File: src/rtl/itm_pkg.sv
package itm_pkg;
   // Control word layout
   localparam int RUN_BIT   = 0;
   localparam int MODE_LSB  = 1;
   localparam int MODE_W    = 3;
   localparam int CH_BASE   = MODE_LSB + MODE_W;
   localparam int CH_STRIDE = 3;
   localparam int OE_OFS    = 0;
   localparam int LVL_OFS   = 1;
   localparam int MSK_OFS   = 2;
   // Mode code that selects interval operation
   localparam logic [MODE_W-1:0] MODE_INTERVAL = '0;

   function automatic int ctrl_bits(input int nch);
      return CH_BASE + CH_STRIDE * nch;
   endfunction
endpackage

File: src/rtl/itm_regs.sv
module itm_regs #(
   parameter int DATA_W = 16,
   parameter int NCH    = 2,
   parameter int ADDR_W = 2
) (
   input  logic                     clk,
   input  logic                     rst_n,
   input  logic                     wr_en,
   input  logic [ADDR_W-1:0]        wr_addr,
   input  logic [DATA_W-1:0]        wr_data,
   output logic [DATA_W-1:0]        ctrl_q,
   output logic [NCH-1:0][DATA_W-1:0] cmp_q
);
   always_ff @(posedge clk or negedge rst_n) begin
      if (!rst_n) begin
         ctrl_q <= '0;
      end else if (wr_en && wr_addr == '0) begin
         ctrl_q <= wr_data;
      end
   end

   for (genvar i = 0; i < NCH; i++) begin : g_cmp
      localparam logic [ADDR_W-1:0] MY_ADDR = ADDR_W'(i + 1);
      always_ff @(posedge clk or negedge rst_n) begin
         if (!rst_n) begin
            cmp_q[i] <= '0;
         end else if (wr_en && wr_addr == MY_ADDR) begin
            cmp_q[i] <= wr_data;
         end
      end
   end
endmodule

File: src/rtl/itm_counter.sv
module itm_counter #(
   parameter int CNT_W = 16
) (
   input  logic             clk,
   input  logic             rst_n,
   input  logic             active,
   input  logic             tick,
   input  logic             wrap,
   output logic             start,
   output logic [CNT_W-1:0] cnt
);
   logic act_q;

   always_ff @(posedge clk or negedge rst_n) begin
      if (!rst_n) act_q <= 1'b0;
      else        act_q <= active;
   end

   assign start = active & ~act_q;

   always_ff @(posedge clk or negedge rst_n) begin
      if (!rst_n) begin
         cnt <= '0;
      end else if (!active || start) begin
         cnt <= '0;
      end else if (tick) begin
         cnt <= wrap ? '0 : cnt + 1'b1;
      end
   end

   p_step_r2: assert property (@(posedge clk) disable iff (!rst_n)
      (active && tick && !start && !wrap) |=> (cnt == $past(cnt) + 1'b1));
   p_hold_r10: assert property (@(posedge clk) disable iff (!rst_n)
      (active && !tick && !start) |=> $stable(cnt));
   p_idle_r8: assert property (@(posedge clk) disable iff (!rst_n)
      (!active && $past(!active)) |-> (cnt == '0));
endmodule

File: src/rtl/itm_channel.sv
module itm_channel #(
   parameter int CNT_W = 16
) (
   input  logic             clk,
   input  logic             rst_n,
   input  logic             active,
   input  logic             start,
   input  logic             tick,
   input  logic             load,
   input  logic [CNT_W-1:0] cmp_val,
   input  logic [CNT_W-1:0] count,
   input  logic             oe,
   input  logic             lvl,
   input  logic             mask,
   output logic             hit,
   output logic             irq,
   output logic             tout
);
   logic [CNT_W-1:0] buf_q;
   logic             tgl_q;

   assign hit = active & tick & ~start & (count == buf_q);

   always_ff @(posedge clk or negedge rst_n) begin
      if (!rst_n) begin
         buf_q <= '0;
         tgl_q <= 1'b0;
         irq   <= 1'b0;
      end else begin
         if (load)       buf_q <= cmp_val;
         if (start)      tgl_q <= lvl;
         else if (hit)   tgl_q <= ~tgl_q;
         irq <= hit & ~mask;
      end
   end

   assign tout = oe ? tgl_q : lvl;

   p_irq_src_r3: assert property (@(posedge clk) disable iff (!rst_n)
      irq |-> $past(active && tick && !mask));
   p_toggle_r7: assert property (@(posedge clk) disable iff (!rst_n)
      (hit && oe) |=> (tout != $past(tout)));
   p_start_lvl_r7: assert property (@(posedge clk) disable iff (!rst_n)
      (start && oe && $stable(lvl)) |=> (tout == lvl));
endmodule

File: src/rtl/interval_timer.sv
module interval_timer #(
   parameter int CNT_W  = 16,
   parameter int NCH    = 2,
   parameter int ADDR_W = $clog2(NCH + 1)
) (
   input  logic              clk,
   input  logic              rst_n,
   input  logic              tick_en,
   input  logic              wr_en,
   input  logic [ADDR_W-1:0] wr_addr,
   input  logic [CNT_W-1:0]  wr_data,
   output logic [CNT_W-1:0]  count_o,
   output logic [NCH-1:0]    irq_o,
   output logic [NCH-1:0]    tout_o
);
   import itm_pkg::*;

   localparam int CTRL_W = ctrl_bits(NCH);

   if (NCH < 1) begin : g_bad_nch
      $error("interval_timer: NCH must be at least 1");
   end
   if (CTRL_W > CNT_W) begin : g_bad_w
      $error("interval_timer: control word does not fit in CNT_W");
   end
   if ((1 << ADDR_W) < NCH + 1) begin : g_bad_a
      $error("interval_timer: ADDR_W too small");
   end

   logic [CNT_W-1:0]            ctrl_q;
   logic [NCH-1:0][CNT_W-1:0]   cmp_q;
   logic                        active, start, load;
   logic [NCH-1:0]              hit;

   itm_regs #(.DATA_W(CNT_W), .NCH(NCH), .ADDR_W(ADDR_W)) u_regs (
      .clk(clk), .rst_n(rst_n), .wr_en(wr_en), .wr_addr(wr_addr),
      .wr_data(wr_data), .ctrl_q(ctrl_q), .cmp_q(cmp_q)
   );

   assign active = ctrl_q[RUN_BIT]
                 & (ctrl_q[MODE_LSB +: MODE_W] == MODE_INTERVAL);
   assign load   = start | hit[0];

   itm_counter #(.CNT_W(CNT_W)) u_cnt (
      .clk(clk), .rst_n(rst_n), .active(active), .tick(tick_en),
      .wrap(hit[0]), .start(start), .cnt(count_o)
   );

   for (genvar i = 0; i < NCH; i++) begin : g_ch
      localparam int B = CH_BASE + CH_STRIDE * i;
      itm_channel #(.CNT_W(CNT_W)) u_ch (
         .clk(clk), .rst_n(rst_n), .active(active), .start(start),
         .tick(tick_en), .load(load), .cmp_val(cmp_q[i]), .count(count_o),
         .oe(ctrl_q[B + OE_OFS]), .lvl(ctrl_q[B + LVL_OFS]),
         .mask(ctrl_q[B + MSK_OFS]),
         .hit(hit[i]), .irq(irq_o[i]), .tout(tout_o[i])
      );
   end

   p_restart_r2: assert property (@(posedge clk) disable iff (!rst_n)
      hit[0] |=> (count_o == '0));
   p_mode_idle_r9: assert property (@(posedge clk) disable iff (!rst_n)
      (ctrl_q[MODE_LSB +: MODE_W] != MODE_INTERVAL) |-> !(|hit));
   p_irq_pulse_r3: assert property (@(posedge clk) disable iff (!rst_n)
      (irq_o[0] && !$past(hit[0])) |-> 1'b0);
endmodule

File: config.mk
export PLATFORM = sky130hd
export DESIGN_NAME = interval_timer
export DESIGN_NICKNAME = d
export VERILOG_FILES = /design/src/rtl/itm_pkg.sv /design/src/rtl/itm_regs.sv /design/src/rtl/itm_counter.sv /design/src/rtl/itm_channel.sv /design/src/rtl/interval_timer.sv
export SDC_FILE = /design/constraint.sdc
export NUM_CORES = 1
export LEC_CHECK = 0
export BUFFER_PORTS_ARGS = -buffer_cell sky130_fd_sc_hd__clkbuf_2
export CAP_MARGIN = 20
export CORE_MARGIN = 4
export CORE_UTILIZATION = 53
export DETAILED_ROUTE_END_ITERATION = 10
export PLACE_DENSITY = 0.8
export SLEW_MARGIN = 10
export SYNTH_ARGS = -nofsm -noshare
export SYNTH_HDL_FRONTEND = slang
export SYNTH_SLANG_ARGS = --single-unit
File: constraint.sdc
create_clock -name clk -period 1.9 [get_ports clk]
set_input_delay 0.38 -clock clk [delete_from_list [all_inputs] [get_ports clk]]
set_output_delay 0.38 -clock clk [all_outputs]
set_load 0.02 [all_outputs]
# Word-level counts from Yosys, hierarchy flattened
# Cells that the tools add are included.
classes:
  n_shift: 0
  n_bitwise: 15
  n_addsub: 1
  reduce_logical: 10
  magnitude_cmp: 0
  n_mul: 0
  div_mod_pow: 0
  n_eq_ne: 4
  n_mux: 9
ops:
  columns: ["operator", "count"]
  rows:
  - ["two-way mux 16 bit", 3]
  - ["== test 16 bit", 2]
  - ["adder 16 x 1 -> 16 bit (second input constant)", 1]
  - ["bitwise AND 1 bit", 8]
  - ["two-way mux 1 bit", 6]
  - ["inverter 1 bit", 6]
  - ["nonzero test 2 bit", 3]
  - ["logical AND 1 bit", 3]
  - ["zero test 3 bit", 1]
  - ["== test 2 x 1 -> 1 bit (second input constant)", 1]
  - ["== test 2 bit (second input constant)", 1]
  - ["zero test 2 bit", 1]
  - ["zero test 1 bit", 1]
  - ["logical OR 1 bit", 1]
  - ["bitwise OR 1 bit", 1]
word_totals:
  elab_cells: 50
  n_memories: 0
  mem_bits_ro: 0
  ram_bits: 0
  latch_bits: 0
  output_inout_bits: 20
  register_bits: 95

# Logic depth before layout (Yosys ltp)
depth:
  depth_word: 9
  mapped_depth: 8
  depth_no_buf: 6

# Cells and area by module
# A second synthesis with hierarchy kept.
unflattened:
  hier_cells: 346
  area_unflattened_um2: 4543.1
modules_own_cells:
  columns: ["module", "cells_each", "seq_area_each_um2", "n_inst", "area_per_inst_um2"]
  rows:
  - ["itm_regs", 102, 1201.2, 1, 1815.5]
  - ["itm_channel", 68, 450.4, 2, 880.8]
  - ["itm_counter", 106, 425.4, 1, 944.7]
  - ["interval_timer", 2, 0.0, 1, 21.3]

# Least setup slack after synthesis
# Ideal clock, no wire load.
synth_path:
  kind: "reg2reg"
  startpoint: "register u_cnt.cnt[4]"
  endpoint: "register g_ch[0].u_ch.buf_q[0]"
  t_arrival_ns: 1.867
  setup_time_ns: 0.125
  path_stages_with_launch: 8
  slack_ns: -0.092
  path_cell_list: "dfrtp_1 -> buf_2 -> xor2_1 -> nor4_4 -> and4_4 -> a21boi_4 -> buf_12 -> mux2_4"
synth_via:
  elab_chain_len: 3
synth_rtl:
  columns: ["item", "line", "source"]
  rows:
  - ["start: declaration", "itm_counter.sv:10", "output logic [CNT_W-1:0] cnt"]
  - ["start signal: assignment", "itm_counter.sv:27", "cnt <= wrap ? '0 : cnt + 1'b1;"]
  - ["== test 16 bit", "itm_channel.sv:22", "assign hit = active & tick & ~start & (count == buf_q);"]
  - ["bitwise AND 1 bit", "itm_channel.sv:22", null]
  - ["bitwise OR 1 bit", "interval_timer.sv:42", "assign load = start | hit[0];"]
  - ["end signal: assignment", "itm_channel.sv:30", "if (load) buf_q <= cmp_val;"]
  - ["end: declaration", "itm_channel.sv:19", "logic [CNT_W-1:0] buf_q;"]
# Every way passes these cells.
# A chain may end at the register's enable or synchronous reset.

# Worst setup path after layout
layout_path:
  startpoint: "register u_cnt.cnt[2]"
  endpoint: "register u_cnt.cnt[13]"
layout_via:
  elab_chain_len: 5
layout_rtl:
  columns: ["item", "line", "source"]
  rows:
  - ["parallel branches: the longest is 2 deep, another holds adder 16 x 1 -> 16 bit", null, null]
  - ["two-way mux 16 bit *", "itm_counter.sv:27", null]
  - ["two-way mux 16 bit *", "itm_counter.sv:26", "end else if (tick) begin"]
  - ["two-way mux 16 bit *", "itm_counter.sv:24", "end else if (!active || start) begin"]
# Every way passes the cells marked *. The select of a mux whose other input is x is not followed.

==> flow_metrics.py <==
metrics = {
    "cts": {
        "cts_num_sinks": 95,
        "cts_buffer_depth": 2,
        "cts_tree": "built",
        "cts_htree_levels": 3,
        "cts_root_buf": "clkbuf_8",
        "cts_buffers": 9,
        "clkTransAtPathRegs_ns": 0.09,
        "clk_latency_ns": 0.36,
    },
    "timing": {
        "layout_min_cycle_time_ns": 1.969,
        "fin_tns_setup_ns": -1.368,
        "max_freq_ghz": 0.5079,
        "setup_ws_ns": -0.06877,
        "worst_pin_slew_ns": 0.4783,
        "fin_crit_sh_pct": 103.6,
        "timing.hold.ws_ns": 0.2669,
        "fin_skew_ns": 0.01229,
        "rsz0062_at_grt": "yes",
        "finalSetupViolCount": 38,
        "timing.final.max_slew_violations": 0,
        "relSlewSlack_pct": 67.71,
        "finalHoldViolCount": 0,
    },
    "pwr": {
        "p_per_area_mw_per_mm2": 1119,
        "total_power_mw": 5.906,
        "p_seq_share_pct": 50.9,
        "pwr-share-clk_pct": 25.2,
        "leakagePower_nw": 2.475,
        "p_comb_share_pct": 23.8,
        "swShare_pct": 27.96,
        "intPower_mw": 4.255,
        "p_switching_mw": 1.651,
        "peakVddDrop_uv": 633.4,
    },
    "logic_synthesis": {
        "async_flop_share_pct": 100.0,
        "synth.most_common_cell": "dfrtp_1",
        "seq_area_frac_synth_pct": 52.60,
        "synth_xor_area_share_pct": 6.202,
        "avgSynthCellArea_um2": 13.61,
        "synth_flop_cell": "dfrtp_1",
        "synthSimpleGateAreaFrac_pct": 10.16,
        "syn_inst": 332,
        "ys_types": 42,
        "synth-edff-count": 0,
        "synth_area_leader_cell": "dfrtp_1",
        "synth_compound_area_share_pct": 4.208,
        "synthMuxAreaShare_pct": 21.87,
        "synthAdderAreaFrac_pct": 0.2769,
        "synth_common_cells": "dfrtp_1 (95), mux2_2 (46), xor2_1 (32), mux2_4 (30), nand2_1 (17)",
        "synth_area_mm2": 0.004519,
        "ys.warnings.count": 0,
        "synth_top_family_by_area": "multiplexers",
        "synth_nets": 355,
        "ys_top_cells_by_area": "dfrtp_1 (53%), mux2_2 (11%), mux2_4 (10%)",
        "synth-seq-cells": 95,
        "synth_top_area_share_pct": 52.60,
    },
    "floorplanning": {
        "io_pins": 42,
        "fp-row-count": 33,
        "floorplan.die.width_um": 100.3,
        "start_util_pct": 54.73,
        "dieHeight_um": 100.3,
        "dieArea_mm2": 0.01007,
        "core_area_mm2": 0.008258,
    },
    "setup_path": {
        "end_kind": "register",
        "cp.arrival_ns": 2.16,
        "rr_startpoint": "u_cnt.cnt[2]$_DFFE_PN0P_",
        "path_max_fanout": 7,
        "start_kind": "register",
        "cp_data_required_time_ns": 2.09,
        "startpoint": "u_cnt.cnt[2]$_DFFE_PN0P_",
        "crit_type": "reg2reg",
    },
    "final_layout": {
        "final_cell_area_mm2": 0.005279,
        "drive_above_1_share_pct": 49.25,
        "multi_input_area_mm2": 0.001984,
        "n_fill_cell": 634,
        "diodes": 0,
        "seq_area_mm2": 0.002389,
        "final_nets": 418,
        "final_util_pct": 63.92,
        "syn2layout_area_growth_pct": 16.81,
        "instances_no_fill": 505,
    },
    "global_routing": {
        "grt_pass1_vias": 3015,
        "antenna_found_initial": 0,
        "grt_max_degree": 61,
        "grt_pass1_wl_um": 15700,
        "gr-total-overflow": 0,
        "grt_usage_pct": 20.41,
    },
    "drt": {
        "vias": 2863,
        "drt-initial-drc-count": 195,
        "routedWlPerCell_um": 18.60,
        "avgViaCountPerCell": 5.669,
        "totalWireLength_um": 9395,
        "route.detailed.drc": 0,
        "dr.pass1.iters": 4,
        "antenna_left": 0,
    },
    "placed_design": {
        "gp_congestion": 0.8922,
        "port_buffers": 41,
        "dp.cells": 486,
        "dp_hpwl_um": 6935,
        "dpl_cell_area_mm2": 0.004979,
        "pre_cts_slack_ns": -0.07695,
    },
    "min_path": {
        "hp-start": "wr_data[10]",
        "hold_path_class": "in2reg",
    },
    "job": {
        "maxCapViolations": 0,
    },
    "status": {
        "status": "finished, violations left",
        "violations": "setup timing",
    },
}
critical path: stages, from the launching register on:
cell      delay, ns
dfrtp_2        0.44
xor2_2         0.19
nor4_4         0.35
nand4_1        0.25
nand2_1        0.20
buf_4          0.17
o311ai_0       0.19
path summary, 6_finish.rpt:
check	end	slack, ns	cells after the start
worst max-delay path	u_cnt.cnt[13]$_DFFE_PN0P_	-0.07	6
worst min-delay path	u_regs.cmp_q[10]$_DFFE_PN0P_	0.27	2
worst max register to register	u_cnt.cnt[13]$_DFFE_PN0P_	-0.07	6
worst min register to register	g_ch[1].u_ch.irq$_DFF_PN0_	0.44	1
max in group asynchronous	g_ch[0].u_ch.buf_q[13]$_DFFE_PN0P_	0.84	3
min in group asynchronous	g_ch[0].u_ch.irq$_DFF_PN0_	0.44	2
layout make-up:
class / count / share of cell area (%)
inverters: 3 / 0.2133
flip-flops and latches: 95 / 45.25
clock inverters: 5 / 1.517
repair buffers: 79 / 10.07
well taps: 105 / 2.489
clock buffers: 11 / 2.868
multi-input cells: 207 / 37.59
layout by cell type (no fill, tap or decap), types with 2 or more instances in the layout:
cell type	count
nor4_1	5
nor4_2	4
o311ai_0	9
nand2_1	17
mux2_2	46
o21ai_0	5
nand4_1	14
and3_2	2
inv_1	3
dfrtp_1	86
xor2_1	28
buf_12	2
buf_4	33
buf_6	3
mux2_4	30
nand3b_1	2
xor2_2	3
dfrtp_2	9
mux2i_1	2
and4_1	3
nor2_1	3
clkbuf_2	40
clkinvlp_4	2
or3_1	2
clkbuf_8	11
a31oi_1	6
bufinv_16	2
nand3_1	5
nor3_1	2
nand2b_1	2
layer usage:
layer  GRT usage [%]  up-vias  share of wire (%)
met5               0        -                  0
met4           7.565        0                1.4
met3           4.031       12                4.9
met2           32.87       77                 49
met1           27.51     1453                 44
li1                -     1321                  -
state kept, by name (all words and copies together) (netlist names):
name             cells
g_ch.u_ch.buf_q     32
u_regs.cmp_q        32
u_cnt.cnt           16
u_regs.ctrl_q       10
g_ch.u_ch.irq        2
g_ch.u_ch.tgl_q      2
u_cnt.act_q          1
power by group through the flow:
stage / clock network, mW / logic (mW) / registers, mW
floorplan: 0 / 1.17 / 2.87
global placement: 0 / 1.33 / 3.00
detailed placement: 0 / 1.38 / 3.03
CTS: 1.52 / 1.42 / 2.99
global route: 1.61 / 1.53 / 3.08
finish: 1.49 / 1.41 / 3.01
cell families after synthesis:
group | Yosys count
buffers and inverters | 30
flip-flops | 95
XOR/XNOR | 32
adder cells (fa/ha/maj) | 1
multiplexers | 78
AND/OR/NAND/NOR | 71
AO/OA/AOI/OAI | 25
repair_timing:
action	CTS	global route
hold buffers	1	0
pin swaps	4	8
endpoints found under the setup margin	41	49
endpoints found under the hold margin	20	0
gates resized for setup	2	8
setup buffers	1	1
No activity file was read; power rests on OpenSTA's default activity.
